### src/rtl/rxf_pkg.sv
package rxf_pkg;
  localparam int unsigned WORD_W    = 32;
  localparam int unsigned HDR_BYTES = 6;
  localparam int unsigned EMPTY_POS = 31;
  localparam int unsigned BC_POS    = 9;
  localparam int unsigned MC_POS    = 8;

  typedef enum logic [2:0] {
    ST_OFF,
    ST_FETCH,
    ST_IDLE,
    ST_HDR,
    ST_DECIDE,
    ST_FLUSH,
    ST_BODY,
    ST_END
  } rx_state_e;
endpackage

### src/rtl/rxf_rst_sync.sv
module rxf_rst_sync #(
  parameter int unsigned STAGES = 2
) (
  input  logic clk,
  input  logic rst_n,
  output logic rst_sn
);
  logic [STAGES-1:0] sync_q;

  always_ff @(posedge clk or negedge rst_n) begin
    if (!rst_n) begin
      sync_q <= '0;
    end else begin
      sync_q <= {sync_q[STAGES-2:0], 1'b1};
    end
  end

  assign rst_sn = sync_q[STAGES-1];
endmodule

### src/rtl/rxf_addr_filter.sv
module rxf_addr_filter
  import rxf_pkg::*;
(
  input  logic [8*HDR_BYTES-1:0] dest,
  input  logic [WORD_W-1:0]      sta_hi,
  input  logic [WORD_W-1:0]      sta_lo,
  input  logic [WORD_W-1:0]      drop_cfg,
  input  logic [WORD_W-1:0]      pass_cfg,
  output logic                   accept
);
  localparam int unsigned DW = 8 * HDR_BYTES;

  logic [DW-1:0] station;
  logic          is_bcast;
  logic          is_mcast;
  logic          bc_ok;
  logic          mc_ok;
  logic          unused_cfg;

  // first received byte sits in the top octet of both vectors
  assign station  = {sta_hi, sta_lo[WORD_W-1:WORD_W-16]};
  assign is_bcast = &dest;
  assign is_mcast = dest[DW-8];

  // override bit beats the drop request
  assign bc_ok = pass_cfg[BC_POS] | ~drop_cfg[BC_POS];
  assign mc_ok = pass_cfg[MC_POS] | ~drop_cfg[MC_POS];

  always_comb begin
    if (is_bcast) begin
      accept = bc_ok;
    end else if (is_mcast) begin
      accept = mc_ok;
    end else begin
      accept = (dest == station);
    end
  end

  assign unused_cfg = ^{sta_lo[WORD_W-17:0],
                        drop_cfg[WORD_W-1:BC_POS+1], drop_cfg[MC_POS-1:0],
                        pass_cfg[WORD_W-1:BC_POS+1], pass_cfg[MC_POS-1:0]};
endmodule

### src/rtl/rxf_hdr_capture.sv
module rxf_hdr_capture #(
  parameter int unsigned NB = 6,
  localparam int unsigned IW = $clog2(NB)
) (
  input  logic            clk,
  input  logic            rst_n,
  input  logic            we,
  input  logic [IW-1:0]   widx,
  input  logic [7:0]      wbyte,
  input  logic [IW-1:0]   ridx,
  output logic [7:0]      rbyte,
  output logic [8*NB-1:0] flat
);
  for (genvar g = 0; g < NB; g++) begin : g_byte
    logic [7:0] byte_q;
    logic       byte_en;

    assign byte_en = we && (widx == IW'(g));

    always_ff @(posedge clk or negedge rst_n) begin
      if (!rst_n) begin
        byte_q <= '0;
      end else if (byte_en) begin
        byte_q <= wbyte;
      end
    end

    assign flat[8*(NB-1-g) +: 8] = byte_q;
  end

  always_comb begin
    rbyte = '0;
    for (int i = 0; i < NB; i++) begin
      if (ridx == IW'(i)) begin
        rbyte = flat[8*(NB-1-i) +: 8];
      end
    end
  end
endmodule

### src/rtl/eth_rx_filter_dma.sv
module eth_rx_filter_dma
  import rxf_pkg::*;
#(
  parameter int unsigned AW     = 32,
  parameter int unsigned CNT_W  = 17,
  parameter int unsigned SIZE_W = 11
) (
  input  logic              clk,
  input  logic              rst_n,
  input  logic              mac_rx_en,
  input  logic              ctl_wr,
  input  logic              ctl_dma_en,
  input  logic [AW-1:0]     desc_base,
  input  logic [WORD_W-1:0] sta_hi,
  input  logic [WORD_W-1:0] sta_lo,
  input  logic [WORD_W-1:0] drop_cfg,
  input  logic [WORD_W-1:0] pass_cfg,
  input  logic [WORD_W-1:0] max_len,
  input  logic              in_valid,
  input  logic [7:0]        in_data,
  input  logic              in_last,
  output logic              in_ready,
  output logic              mem_rd_en,
  output logic [AW-1:0]     mem_rd_addr,
  input  logic [WORD_W-1:0] mem_rd_data,
  output logic              mem_wr_en,
  output logic [AW-1:0]     mem_wr_addr,
  output logic [WORD_W-1:0] mem_wr_data,
  output logic [3:0]        mem_wr_strb,
  output logic              dma_rx_en,
  output logic              rx_done,
  output logic              rx_ovf
);
  localparam int unsigned     HIW        = $clog2(HDR_BYTES);
  localparam logic [CNT_W-1:0] CNT_MAX   = '1;
  localparam logic [CNT_W-1:0] HDR_LAST  = CNT_W'(HDR_BYTES - 1);
  localparam logic [HIW-1:0]   FLUSH_LAST = HIW'(HDR_BYTES - 1);
  localparam logic [1:0]       FETCH_END = 2'd3;
  localparam logic [AW-1:0]    SIZE_OFF  = AW'(4);

  logic rst_sn;

  rx_state_e        state_q, state_n;
  logic [AW-1:0]    cur_q, cur_n;
  logic [AW-1:0]    buf_q, buf_n;
  logic [AW-1:0]    nxt_q, nxt_n;
  logic             empty_q, empty_n;
  logic [1:0]       fidx_q, fidx_n;
  logic [CNT_W-1:0] cnt_q, cnt_n;
  logic             filt_q, filt_n;
  logic             last_q, last_n;
  logic [HIW-1:0]   flush_q, flush_n;
  logic             en_q, en_n;
  logic             done_q, done_n;
  logic             ovf_q, ovf_n;

  logic                   hdr_we;
  logic [HIW-1:0]         hdr_widx;
  logic [7:0]             hdr_rbyte;
  logic [8*HDR_BYTES-1:0] dest_flat;
  logic                   accept;

  logic [CNT_W-1:0] max_cnt;
  logic             too_long;
  logic             keep;
  logic             byte_we;
  logic [AW-1:0]    byte_off;
  logic [7:0]       byte_val;
  logic [AW-1:0]    byte_addr;
  logic             size_we;
  logic             unused_len;

  rxf_rst_sync #(.STAGES(2)) i_rst_sync (
    .clk    (clk),
    .rst_n  (rst_n),
    .rst_sn (rst_sn)
  );

  rxf_hdr_capture #(.NB(HDR_BYTES)) i_hdr (
    .clk   (clk),
    .rst_n (rst_sn),
    .we    (hdr_we),
    .widx  (hdr_widx),
    .wbyte (in_data),
    .ridx  (flush_q),
    .rbyte (hdr_rbyte),
    .flat  (dest_flat)
  );

  rxf_addr_filter i_filter (
    .dest     (dest_flat),
    .sta_hi   (sta_hi),
    .sta_lo   (sta_lo),
    .drop_cfg (drop_cfg),
    .pass_cfg (pass_cfg),
    .accept   (accept)
  );

  assign max_cnt    = CNT_W'(max_len[15:0]);
  assign unused_len = ^max_len[WORD_W-1:16];
  assign too_long   = cnt_q > max_cnt;
  assign keep       = filt_q & empty_q;

  // next-state process
  always_comb begin
    state_n  = state_q;
    cur_n    = cur_q;
    buf_n    = buf_q;
    nxt_n    = nxt_q;
    empty_n  = empty_q;
    fidx_n   = fidx_q;
    cnt_n    = cnt_q;
    filt_n   = filt_q;
    last_n   = last_q;
    flush_n  = flush_q;
    en_n     = en_q;
    done_n   = 1'b0;
    ovf_n    = 1'b0;
    in_ready = 1'b0;
    mem_rd_en   = 1'b0;
    mem_rd_addr = cur_q + AW'({fidx_q, 2'b00});
    hdr_we   = 1'b0;
    hdr_widx = cnt_q[HIW-1:0];
    byte_we  = 1'b0;
    byte_off = AW'(cnt_q);
    byte_val = in_data;
    size_we  = 1'b0;

    unique case (state_q)
      ST_OFF: begin
      end
      ST_FETCH: begin
        mem_rd_en = (fidx_q != FETCH_END);
        fidx_n    = fidx_q + 2'd1;
        case (fidx_q)
          2'd1: buf_n   = AW'(mem_rd_data);
          2'd2: empty_n = mem_rd_data[EMPTY_POS];
          2'd3: begin
            nxt_n   = AW'(mem_rd_data);
            fidx_n  = 2'd0;
            state_n = ST_IDLE;
          end
          default: begin
          end
        endcase
      end
      ST_IDLE: begin
        in_ready = mac_rx_en & en_q;
        if (in_valid && mac_rx_en && en_q) begin
          hdr_we   = 1'b1;
          hdr_widx = '0;
          cnt_n    = CNT_W'(1);
          filt_n   = 1'b0;
          state_n  = in_last ? ST_END : ST_HDR;
        end
      end
      ST_HDR: begin
        in_ready = 1'b1;
        if (in_valid) begin
          hdr_we = 1'b1;
          cnt_n  = cnt_q + CNT_W'(1);
          if (cnt_q == HDR_LAST) begin
            last_n  = in_last;
            state_n = ST_DECIDE;
          end else if (in_last) begin
            state_n = ST_END;
          end
        end
      end
      ST_DECIDE: begin
        filt_n  = accept;
        flush_n = '0;
        if (accept && empty_q) begin
          state_n = ST_FLUSH;
        end else begin
          state_n = last_q ? ST_END : ST_BODY;
        end
      end
      ST_FLUSH: begin
        byte_off = AW'(flush_q);
        byte_val = hdr_rbyte;
        byte_we  = CNT_W'(flush_q) < max_cnt;
        flush_n  = flush_q + HIW'(1);
        if (flush_q == FLUSH_LAST) begin
          state_n = last_q ? ST_END : ST_BODY;
        end
      end
      ST_BODY: begin
        in_ready = 1'b1;
        if (in_valid) begin
          byte_we = keep && (cnt_q < max_cnt);
          cnt_n   = (cnt_q == CNT_MAX) ? cnt_q : cnt_q + CNT_W'(1);
          if (in_last) begin
            state_n = ST_END;
          end
        end
      end
      ST_END: begin
        if (filt_q && !too_long) begin
          if (empty_q) begin
            size_we = 1'b1;
            done_n  = 1'b1;
            cur_n   = nxt_q;
            fidx_n  = 2'd0;
            state_n = ST_FETCH;
          end else begin
            ovf_n   = 1'b1;
            en_n    = 1'b0;
            state_n = ST_OFF;
          end
        end else begin
          state_n = ST_IDLE;
        end
      end
      default: state_n = ST_OFF;
    endcase

    // a control write takes precedence over the sequence above
    if (ctl_wr) begin
      en_n   = ctl_dma_en;
      fidx_n = 2'd0;
      if (ctl_dma_en) begin
        cur_n   = {desc_base[AW-1:2], 2'b00};
        state_n = ST_FETCH;
      end else begin
        state_n = ST_OFF;
      end
    end
  end

  // memory write mux: size word or payload byte
  assign byte_addr   = buf_q + byte_off;
  assign mem_wr_en   = byte_we | size_we;
  assign mem_wr_addr = size_we ? (cur_q + SIZE_OFF) : byte_addr;
  assign mem_wr_data = size_we ? WORD_W'(cnt_q[SIZE_W-1:0]) : {4{byte_val}};
  assign mem_wr_strb = size_we ? 4'hF : (4'h1 << byte_addr[1:0]);

  // register process
  always_ff @(posedge clk or negedge rst_sn) begin
    if (!rst_sn) begin
      state_q <= ST_OFF;
      cur_q   <= '0;
      buf_q   <= '0;
      nxt_q   <= '0;
      empty_q <= 1'b0;
      fidx_q  <= '0;
      cnt_q   <= '0;
      filt_q  <= 1'b0;
      last_q  <= 1'b0;
      flush_q <= '0;
      en_q    <= 1'b0;
      done_q  <= 1'b0;
      ovf_q   <= 1'b0;
    end else begin
      state_q <= state_n;
      cur_q   <= cur_n;
      buf_q   <= buf_n;
      nxt_q   <= nxt_n;
      empty_q <= empty_n;
      fidx_q  <= fidx_n;
      cnt_q   <= cnt_n;
      filt_q  <= filt_n;
      last_q  <= last_n;
      flush_q <= flush_n;
      en_q    <= en_n;
      done_q  <= done_n;
      ovf_q   <= ovf_n;
    end
  end

  assign dma_rx_en = en_q;
  assign rx_done   = done_q;
  assign rx_ovf    = ovf_q;
endmodule

### config.mk
export PLATFORM = sky130hd
export DESIGN_NAME = eth_rx_filter_dma
export DESIGN_NICKNAME = d
export VERILOG_FILES = /design/src/rtl/rxf_pkg.sv /design/src/rtl/rxf_rst_sync.sv /design/src/rtl/rxf_addr_filter.sv /design/src/rtl/rxf_hdr_capture.sv /design/src/rtl/eth_rx_filter_dma.sv
export SDC_FILE = /design/constraint.sdc
export NUM_CORES = 1
export LEC_CHECK = 0
export BUFFER_PORTS_ARGS = -buffer_cell sky130_fd_sc_hd__buf_4
export CAP_MARGIN = 40
export CORE_MARGIN = 2
export CORE_UTILIZATION = 49
export DETAILED_ROUTE_END_ITERATION = 6
export GPL_TIMING_DRIVEN = 0
export PLACE_DENSITY = 0.74
export SYNTH_ARGS = -nofsm -noshare
export SYNTH_HDL_FRONTEND = slang
export SYNTH_HIERARCHICAL = 1
export SYNTH_SLANG_ARGS = --single-unit
export TNS_END_PERCENT = 20
### constraint.sdc
create_clock -name clk -period 7.8 [get_ports clk]
set_input_delay 1.56 -clock clk [delete_from_list [all_inputs] [get_ports clk]]
set_output_delay 1.56 -clock clk [all_outputs]
set_load 0.01 [all_outputs]
# == Word level (Yosys, flattened, before mapping) ==
# Cells that the tools add are included.
# totals
latch_bits,0
ff_bits,177
ramBits,0
elab_cells,170
memories,0
rom_bits,0
# op_classes
eq_ne,36
n_bitwise,7
n_mul,0
reduce_logical,32
n_lt_le_gt_ge,3
addsub,6
n_mux,65
n_shift,1
div_mod_pow,0
# op_table
op,count
two-way mux 32 bit,7
two-way mux 17 bit,5
two-way mux 8 bit,7
one-hot mux 17 bit (3 select lines),1
== test 48 bit,1
AND reduction 48 bit,1
two-way mux 3 bit,12
adder 32 x 3 -> 32 bit (second input constant),1
adder 32 bit,1
adder 32 x 4 -> 32 bit,1
== test 3 bit (second input constant),8
!= test 3 bit (second input constant),7
one-hot mux 3 bit (7 select lines),1
two-way mux 1 bit,20
== test 3 x 2 -> 1 bit (second input constant),6
adder 17 x 1 -> 17 bit (second input constant),1
== test 17 bit (second input constant),1
== test 17 x 3 -> 1 bit (second input constant),1
> comparator 17 x 16 -> 1 bit,1
< comparator 17 x 16 -> 1 bit,1
< comparator 3 x 16 -> 1 bit,1
!= test 2 bit (second input constant),6
logical AND 1 bit,11
two-way mux 2 bit,5
23 further kinds,43

# == Logic depth before layout (Yosys ltp) ==
# Gate-level depths: netlist (run 1).
# logic_depth
depth_word,9
depth_mapped,14

# == Cells and area by module ==
# The synthesis (run 1) kept the hierarchy.
# by_module_without_submodules
mod,cells_per_inst,instances,area_each_um2
eth_rx_filter_dma,1122,1,9708.1
rxf_hdr_capture,154,1,2254.7
rxf_addr_filter,93,1,668.1
rxf_rst_sync,3,1,53.8

# == Worst setup path after synthesis (run 1) ==
# Ideal clock, no wire load.
# synth_timing
kind,input -> output
start,in max_len[4]
end,out mem_wr_data[19]
stages,11
arrival_time_ns,3.485
n_path_buf,2
slack_ns,2.755
required_time_ns,6.240
cell_sequence,inv_1 ha_1 and3_1 a211oi_1 a21boi_2 o31ai_1 nand2_2 inv_2 buf_2 nor2_1 buf_4
# synth_between
elab_chain_cells,6
# synth_rtl
item,line,rtl
"start, declared",eth_rx_filter_dma.sv:18,"input logic [WORD_W-1:0] max_len,"
> comparator 17 x 16 -> 1 bit,eth_rx_filter_dma.sv:101,assign too_long = cnt_q > max_cnt;
logical NOT 1 bit,eth_rx_filter_dma.sv:199,if (filt_q && !too_long) begin
logical AND 1 bit,eth_rx_filter_dma.sv:199,
two-way mux 1 bit (2 in series),-,
via done_n,eth_rx_filter_dma.sv:54,"logic done_q, done_n;"
two-way mux 32 bit,eth_rx_filter_dma.sv:235,assign mem_wr_data = size_we ? WORD_W'(cnt_q[SIZE_W-1:0]) : {4{byte_val}};
"end, declared",eth_rx_filter_dma.sv:28,"output logic [WORD_W-1:0] mem_wr_data,"
# The timed path passes the listed nets, and every way through them passes these cells.

# == Worst setup path in the final report (run 1) ==
# layout_timing
start,reg state_q[1]
end,out mem_wr_addr[22]
# layout_between
elab_chain_cells,4
elab_cells_between_ends,6
cone_classes,add/sub: 1; eq/ne: 2; mux: 3
# layout_rtl
item,line,rtl
"start, declared",eth_rx_filter_dma.sv:43,"rx_state_e state_q, state_n;"
"start signal, assigned",eth_rx_filter_dma.sv:255,state_q <= state_n;
== test 3 bit,eth_rx_filter_dma.sv:129,unique case (state_q)
two-way mux 17 bit,eth_rx_filter_dma.sv:129,
adder 32 bit,eth_rx_filter_dma.sv:232,assign byte_addr = buf_q + byte_off;
two-way mux 32 bit (*),eth_rx_filter_dma.sv:234,assign mem_wr_addr = size_we ? (cur_q + SIZE_OFF) : byte_addr;
"end, declared",eth_rx_filter_dma.sv:27,"output logic [AW-1:0] mem_wr_addr,"
# Mark *: on every way between the ends. The rest lies on a longest branch, timed or not.

==> reports/qor.yml, run 1 <==
status: "finished clean"
die_h_um: 165
cp.arrival_ns: 4.94
power.density_mw_per_mm2: 215
synth_nets: 1659
worstMarginPinSlew_ns: 0.852
post-place-ws_ns: 1.82
ys_ff_latch: 177
drc: 0
drive_above_1_share_pct: 28.9
setup_viol: 0
rsz0062_at_grt: "false"
max_stage_delay_ns: 0.50
cp-start-kind: "flip-flop"
clock_skew_ns: 0.0139
yosysWarnings: 6
detail-route-antenna-nets: 0
wl_per_cell_um: 21.5
grt_antenna_before_repair: 1
area_growth_pct: 23.5
vdd_drop_max_v: 0.000121
drt_iter0_markers: 1043
slowest_stage: "nand3_1"
drv_cap: 0
cts_setup_buffers: 0
diodes: 0
grtUsageTotal_pct: 31.3
synthArstFlopShare_pct: 100
fin_crit_sh_pct: 83.3
critical_path.cell_chain: "inv_2, nand3_1, clkbuf_1, o21ai_0, inv_1, fa_1, nand2b_1, a21oi_1, o21ai_1, and2_1, clkbuf_2, or4_1, a31oi_1, buf_4"
critPathTopFamily: "simple AND/OR/NAND/NOR gates"
synth_edf_count: 0
post-route-min-period_ns: 6.50
io_pins: 345
cts_num_sinks: 177
cts_resized: 0
ys.flop_type: "dfrtp_1"
postPlaceCellArea_mm2: 0.0150
dpl.cell_count: 1955
clkTransAtPathRegs_ns: 0.08
ctsHoldBuffers: 0
cts_tree: "built"
cts-root-buf: "clkbuf_16"
grt_overflow: 0
timing.slew.headroom_pct: 41.7
netlist_area_mm2: 0.0127
synth_cells: 1372
num_vias: 11900
cts_made_buffers: 17
slew_viol_final: 0
hpwl_um: 33000
required_ns: 6.24
yosysSeqAreaShare_pct: 34.9
fmax_mhz: 154
avgSynthCellArea_um2: 9.25
p_leak_nw: 7.08
path_max_fanout: 10
setup_ws_ns: 1.30
layout_common_cells: "buf_4, dfrtp_1, nand2_1"
fillCellCount: 2208
wirelength_um: 42700
rows: 58
first_pass_iters: 5
io_buffers: 249
fin_cells: 1987
fin_util_pct: 61.8
cts_max_path_buffers: 2
grt_pass1_vias: 11800
top_usage_layer: "met2"
stdcell_area_mm2: 0.0157
grt_max_degree: 66
tns_ns: 0
die_area_mm2: 0.0272
hold_class: "flip-flop to flip-flop"
core_mm2: 0.0253
clk_latency_ns: 0.45
viasPerCell: 6.00
worst-setup-path-type: "flip-flop to primary output"
power_mw: 3.37
holdWs_ns: 0.356
grt_pass1_wl_um: 65000
final_hold_viol_count: 0
grt_use_met2_pct: 52.0
crit_buf_inv: 5
crit_path_end_kind: "primary output"
grt_use_met3_pct: 5.88
h-tree-depth: 4
ys_types: 81
place_congestion: 0.943
met1_usage_pct: 40.8
dieWidth_um: 165
start_util_pct: 50.1
nets: 1931
final_common_cell: "buf_4"
[worst paths after layout]
| kind | start | endpoint | slack, ns | cells after the start |
|---|---|---|---|---|
| worst max-delay path | state_q[1] | mem_wr_addr[22] | 1.30 | 14 |
| worst min-delay path | i_rst_sync/sync_q[0] | i_rst_sync/sync_q[1] | 0.36 | 0 |
| worst max register to register | state_q[2] | i_hdr/g_byte[0].byte_q[1] | 4.47 | 8 |
| worst min register to register | i_rst_sync/sync_q[0] | i_rst_sync/sync_q[1] | 0.36 | 0 |
| max in group asynchronous | i_rst_sync/sync_q[1] | cnt_q[16] | 6.62 | 1 |
| min in group asynchronous | i_rst_sync/sync_q[1] | cur_q[23] | 0.38 | 0 |
[Yosys cell counts, drive strengths merged, types with 4 or more instances]
| cell | count | area share (%) |
|---|---|---|
| nor4b | 4 | 0.39 |
| nor2 | 60 | 1.8 |
| buf | 64 | 2.8 |
| a21o | 7 | 0.41 |
| and2 | 20 | 0.99 |
| mux2i | 43 | 3.4 |
| nand3 | 40 | 1.6 |
| a21oi | 56 | 2.2 |
| o211ai | 36 | 2.1 |
| nor2b | 5 | 0.25 |
| nand2b | 10 | 0.49 |
| a221oi | 9 | 0.62 |
| a211oi | 6 | 0.39 |
| o31a | 4 | 0.29 |
| o21a | 16 | 0.95 |
| a21boi | 6 | 0.41 |
| and4 | 8 | 0.56 |
| nand2 | 135 | 4.0 |
| o21ai | 42 | 1.7 |
| nor4 | 20 | 1.1 |
| xor2 | 49 | 3.4 |
| xnor2 | 76 | 5.2 |
| or4 | 6 | 0.36 |
| nand4 | 80 | 4.1 |
| clkbuf | 41 | 1.2 |
| o22ai | 7 | 0.35 |
| a31oi | 14 | 0.69 |
| or2 | 4 | 0.22 |
| or3 | 11 | 0.54 |
| nor3 | 41 | 1.8 |
| and3 | 14 | 0.69 |
| inv | 50 | 1.5 |
| mux2 | 117 | 10 |
| nand4b | 5 | 0.39 |
| a211o | 6 | 0.41 |
| o31ai | 8 | 0.51 |
| dfrtp | 177 | 35 |
| ha | 46 | 4.5 |
[layout make-up]
class,count,area (µm²),area share (%)
inverters,50,188,1.20
flip-flops and latches,177,4430,28.3
multi-input cells,1040,7550,48.2
repair buffers,253,1940,12.4
well taps,330,413,2.64
plain buffers,105,517,3.30
clock inverters,15,190,1.21
clock buffers,17,425,2.72
[sequential cells by signal (all words and copies together), names as in the netlist]
| signal | flops |
|---|---|
| filt_q | 1 |
| fidx_q | 2 |
| i_rst_sync/sync_q | 2 |
| cnt_q | 17 |
| cur_q | 32 |
| buf_q | 32 |
| i_hdr/g_byte.byte_q | 48 |
| state_q | 3 |
| rx_done | 1 |
| rx_ovf | 1 |
| flush_q | 3 |
| empty_q | 1 |
| nxt_q | 32 |
| last_q | 1 |
| dma_rx_en | 1 |
[report_power, final]
| part | leakage, nW | internal, mW | total, mW | switching [mW] |
|---|---|---|---|---|
| Combinational | 4.47 | 0.590 | 1.24 | 0.651 |
| Clock | 0.296 | 0.462 | 0.901 | 0.440 |
| Sequential | 2.31 | 1.07 | 1.23 | 0.157 |
[layer usage]
metal  part of all wire, %  routed length (µm)
met4                   3.2                1370
met1                    41               17600
met3                   8.5                3620
met5                 0.026                  11
met2                    47               20200
[cell families after synthesis]
logic type,share of synthesized area (%)
other cells,0.0296
buf+inv,5.55
mux,13.8
flops,34.9
xor+xnor,8.63
compound gates,12.4
simple gates,19.8
fa+ha+maj,4.85
No activity file was read; power rests on OpenSTA's default activity.
==> run 2, diff against run 1 <==
PLACE_DENSITY = 0.77   (was 0.74)
clock period = 5.47 ns   (was 7.8 ns; I/O delays follow)
==> run 2 against run 1 <==
Effect of this change:
- critical path depth increased by 1
- combinational power grew 44%
- worst setup slack got worse by 1.2 ns
- routed wire length grew 1.3%
- via count up 1.6%
- first-iteration DRC count is 4.2% higher
- non-clock buffer count increased by 1
- largest power group unchanged
- highest routed layer is now met4
==> reports/qor.yml, run 2 (synthesis gave the netlist of run 1 again) <==
status: "finished clean"
grt_overflow: 0  # unchanged
fmax_mhz: 185
viasPerCell: 6.09  # +1.5%
rows: 58  # unchanged
cts_max_path_buffers: 2  # unchanged
p_int_mw: 3.04  # +43%
grt_use_met3_pct: 4.80  # -1.1 points
clk_latency_ns: 0.44  # about the same
dieWidth_um: 165  # unchanged
fillCellCount: 2180  # -1.3%
layout_common_cells: "buf_4, dfrtp_1, nand2_1"
grt_use_met2_pct: 52.4  # +0.34 points
cts_tree: "built"
wl_per_cell_um: 21.8  # +1.2%
num_vias: 12100  # +1.6%
path_max_fanout: 10  # unchanged
io_pins: 345  # unchanged
final_hold_viol_count: 0  # unchanged
core_mm2: 0.0253  # unchanged
top_usage_layer: "met2"
seq_power_share_pct: 36.2  # -0.2 points
switching_share_pct: 36.9  # -0.17 points
postPlaceCellArea_mm2: 0.0151  # +0.14%
grt_pass1_vias: 11800  # +0.20%
h-tree-depth: 4  # unchanged
p_leak_nw: 7.10  # +0.32%
drive_above_1_share_pct: 29.3  # +0.34 points
cts-root-buf: "clkbuf_16"
grt_pass1_wl_um: 65300  # +0.55%
place_congestion: 0.968  # +2.6%
met1_usage_pct: 41.1  # +0.24 points
area_growth_pct: 23.8
tns_ns: 0  # unchanged
pwr-share-clk_pct: 26.7  # about the same
grt_max_degree: 61  # -7.6%
cts_made_buffers: 17  # unchanged
required_ns: 4.38  # -1.86 ns
final_common_cell: "buf_4"
top_register: "i_hdr/g_byte.byte_q"
holdWs_ns: 0.129  # -0.227 ns
cp-start-kind: "flip-flop"
first_pass_iters: 5  # unchanged
drt_iter0_markers: 1087  # +4.2%
io_buffers: 249  # unchanged
detail-route-antenna-nets: 0  # unchanged
power.switching_mw: 1.77  # +42%
worstMarginPinSlew_ns: 0.830  # -0.0215 ns
hold_class: "flip-flop to async pin"
slew_viol_final: 0  # unchanged
fin_crit_sh_pct: 98.8
ctsHoldBuffers: 0  # unchanged
worst-setup-path-type: "flip-flop to primary output"
fin_util_pct: 62.0  # +0.18 points
multi_input_area_mm2: 0.00758  # +0.35%
start_util_pct: 50.1  # unchanged
max_stage_delay_ns: 0.50  # about the same
drc: 0  # unchanged
die_area_mm2: 0.0272  # unchanged
slowest_stage: "or4_1"
clock_skew_ns: 0.0168  # +0.00284 ns
grtUsageTotal_pct: 31.4  # +0.11 points
stdcell_area_mm2: 0.0157  # +0.29%
die_h_um: 165  # unchanged
crit_path_end_kind: "primary output"
vdd_drop_max_v: 0.000189  # +57%
power.density_mw_per_mm2: 307  # +42%
post-route-min-period_ns: 5.40
hpwl_um: 33300  # +0.96%
critical_path.cell_chain: "inv_4, nand3_4, clkbuf_4, mux2_2, ha_1, inv_1, fa_1, nand2b_1, a21oi_2, o21ai_2, and2_1, clkbuf_2, or4_1, a31oi_2, buf_4"
nets: 1932  # +0.052%
grt_antenna_before_repair: 1  # unchanged
cp.arrival_ns: 4.31  # -0.63 ns
largest_reg_flops: 48  # unchanged
final-seq-area_mm2: 0.00443  # unchanged
setup_viol: 0  # unchanged
wirelength_um: 43300  # +1.3%
clkTransAtPathRegs_ns: 0.08  # about the same
cts_num_sinks: 177  # unchanged
drv_cap: 0  # unchanged
combPwrFrac_pct: 37.1  # +0.3 points
timing.slew.headroom_pct: 44.2  # +2.4 points
## run 2: metrics by stage
stage	setup WS (ns)	cells	power (mW)
after CTS	0.0301	1988	4.79
after global placement	-1.83	1951	3.46
after detailed placement	0.0697	1956	3.51
final	0.0681	1989	4.81
after floorplan	0.173	1372	2.75
after global routing	-0.0385	1988	5.03
## run 2: critical path: cells and delay by family, from the launching register on
kind | cells | cell delay, ns
compound gates | 3 | 0.65
mux | 1 | 0.27
simple gates | 4 | 1.05
fa+ha+maj | 2 | 0.60
buf+inv | 5 | 0.81
flops | 1 | 0.48
## run 2: timing repair
| item | CTS | global route |
|---|---|---|
| buffers inserted | 0 | 0 |
| gates resized for setup | 5 | 4 |
| endpoints found under the setup margin | 12 | 5 |
## run 2: worst paths after layout
| check | from | to | slack [ns] | depth (start not counted) |
|---|---|---|---|---|
| max in group asynchronous | i_rst_sync/sync_q[1] | cnt_q[0] | 4.46 | 2 |
| max | state_q[1] | mem_wr_addr[22] | 0.07 | 15 |
| min reg2reg | i_rst_sync/sync_q[1] | nxt_q[23] | 0.13 | 0 |
| min | i_rst_sync/sync_q[1] | nxt_q[23] | 0.13 | 0 |
| min in group clk | i_rst_sync/sync_q[0] | i_rst_sync/sync_q[1] | 0.36 | 0 |
| max reg2reg | state_q[2] | i_hdr/g_byte[0].byte_q[7] | 2.05 | 8 |
## run 2: layout make-up
type	count	share of cell area (%)
Multi-Input combinational cell	1040	48.2
Sequential cell	177	28.2
Timing Repair Buffer	254	12.5
Buffer	105	3.31
Clock buffer	18	2.80
Tap cell	330	2.63
Inverter	50	1.21
Clock inverter	14	1.05
Antenna cell	1	0.0159
## run 2: per-layer routing
layer,wire length (µm),vias up
met5,0,-
met4,1560,0
met3,3760,102
met2,20600,657
met1,17400,5870
li1,-,5489
## run 2: power by group through the flow
stage	Sequential, mW	Combinational (mW)	Clock, mW
2_1_floorplan	1.70	1.05	0
3_3_place_gp	1.77	1.69	0
3_5_place_dp	1.76	1.75	0
4_1_cts	1.74	1.77	1.29
5_1_grt	1.77	1.92	1.34
6_report	1.74	1.79	1.29
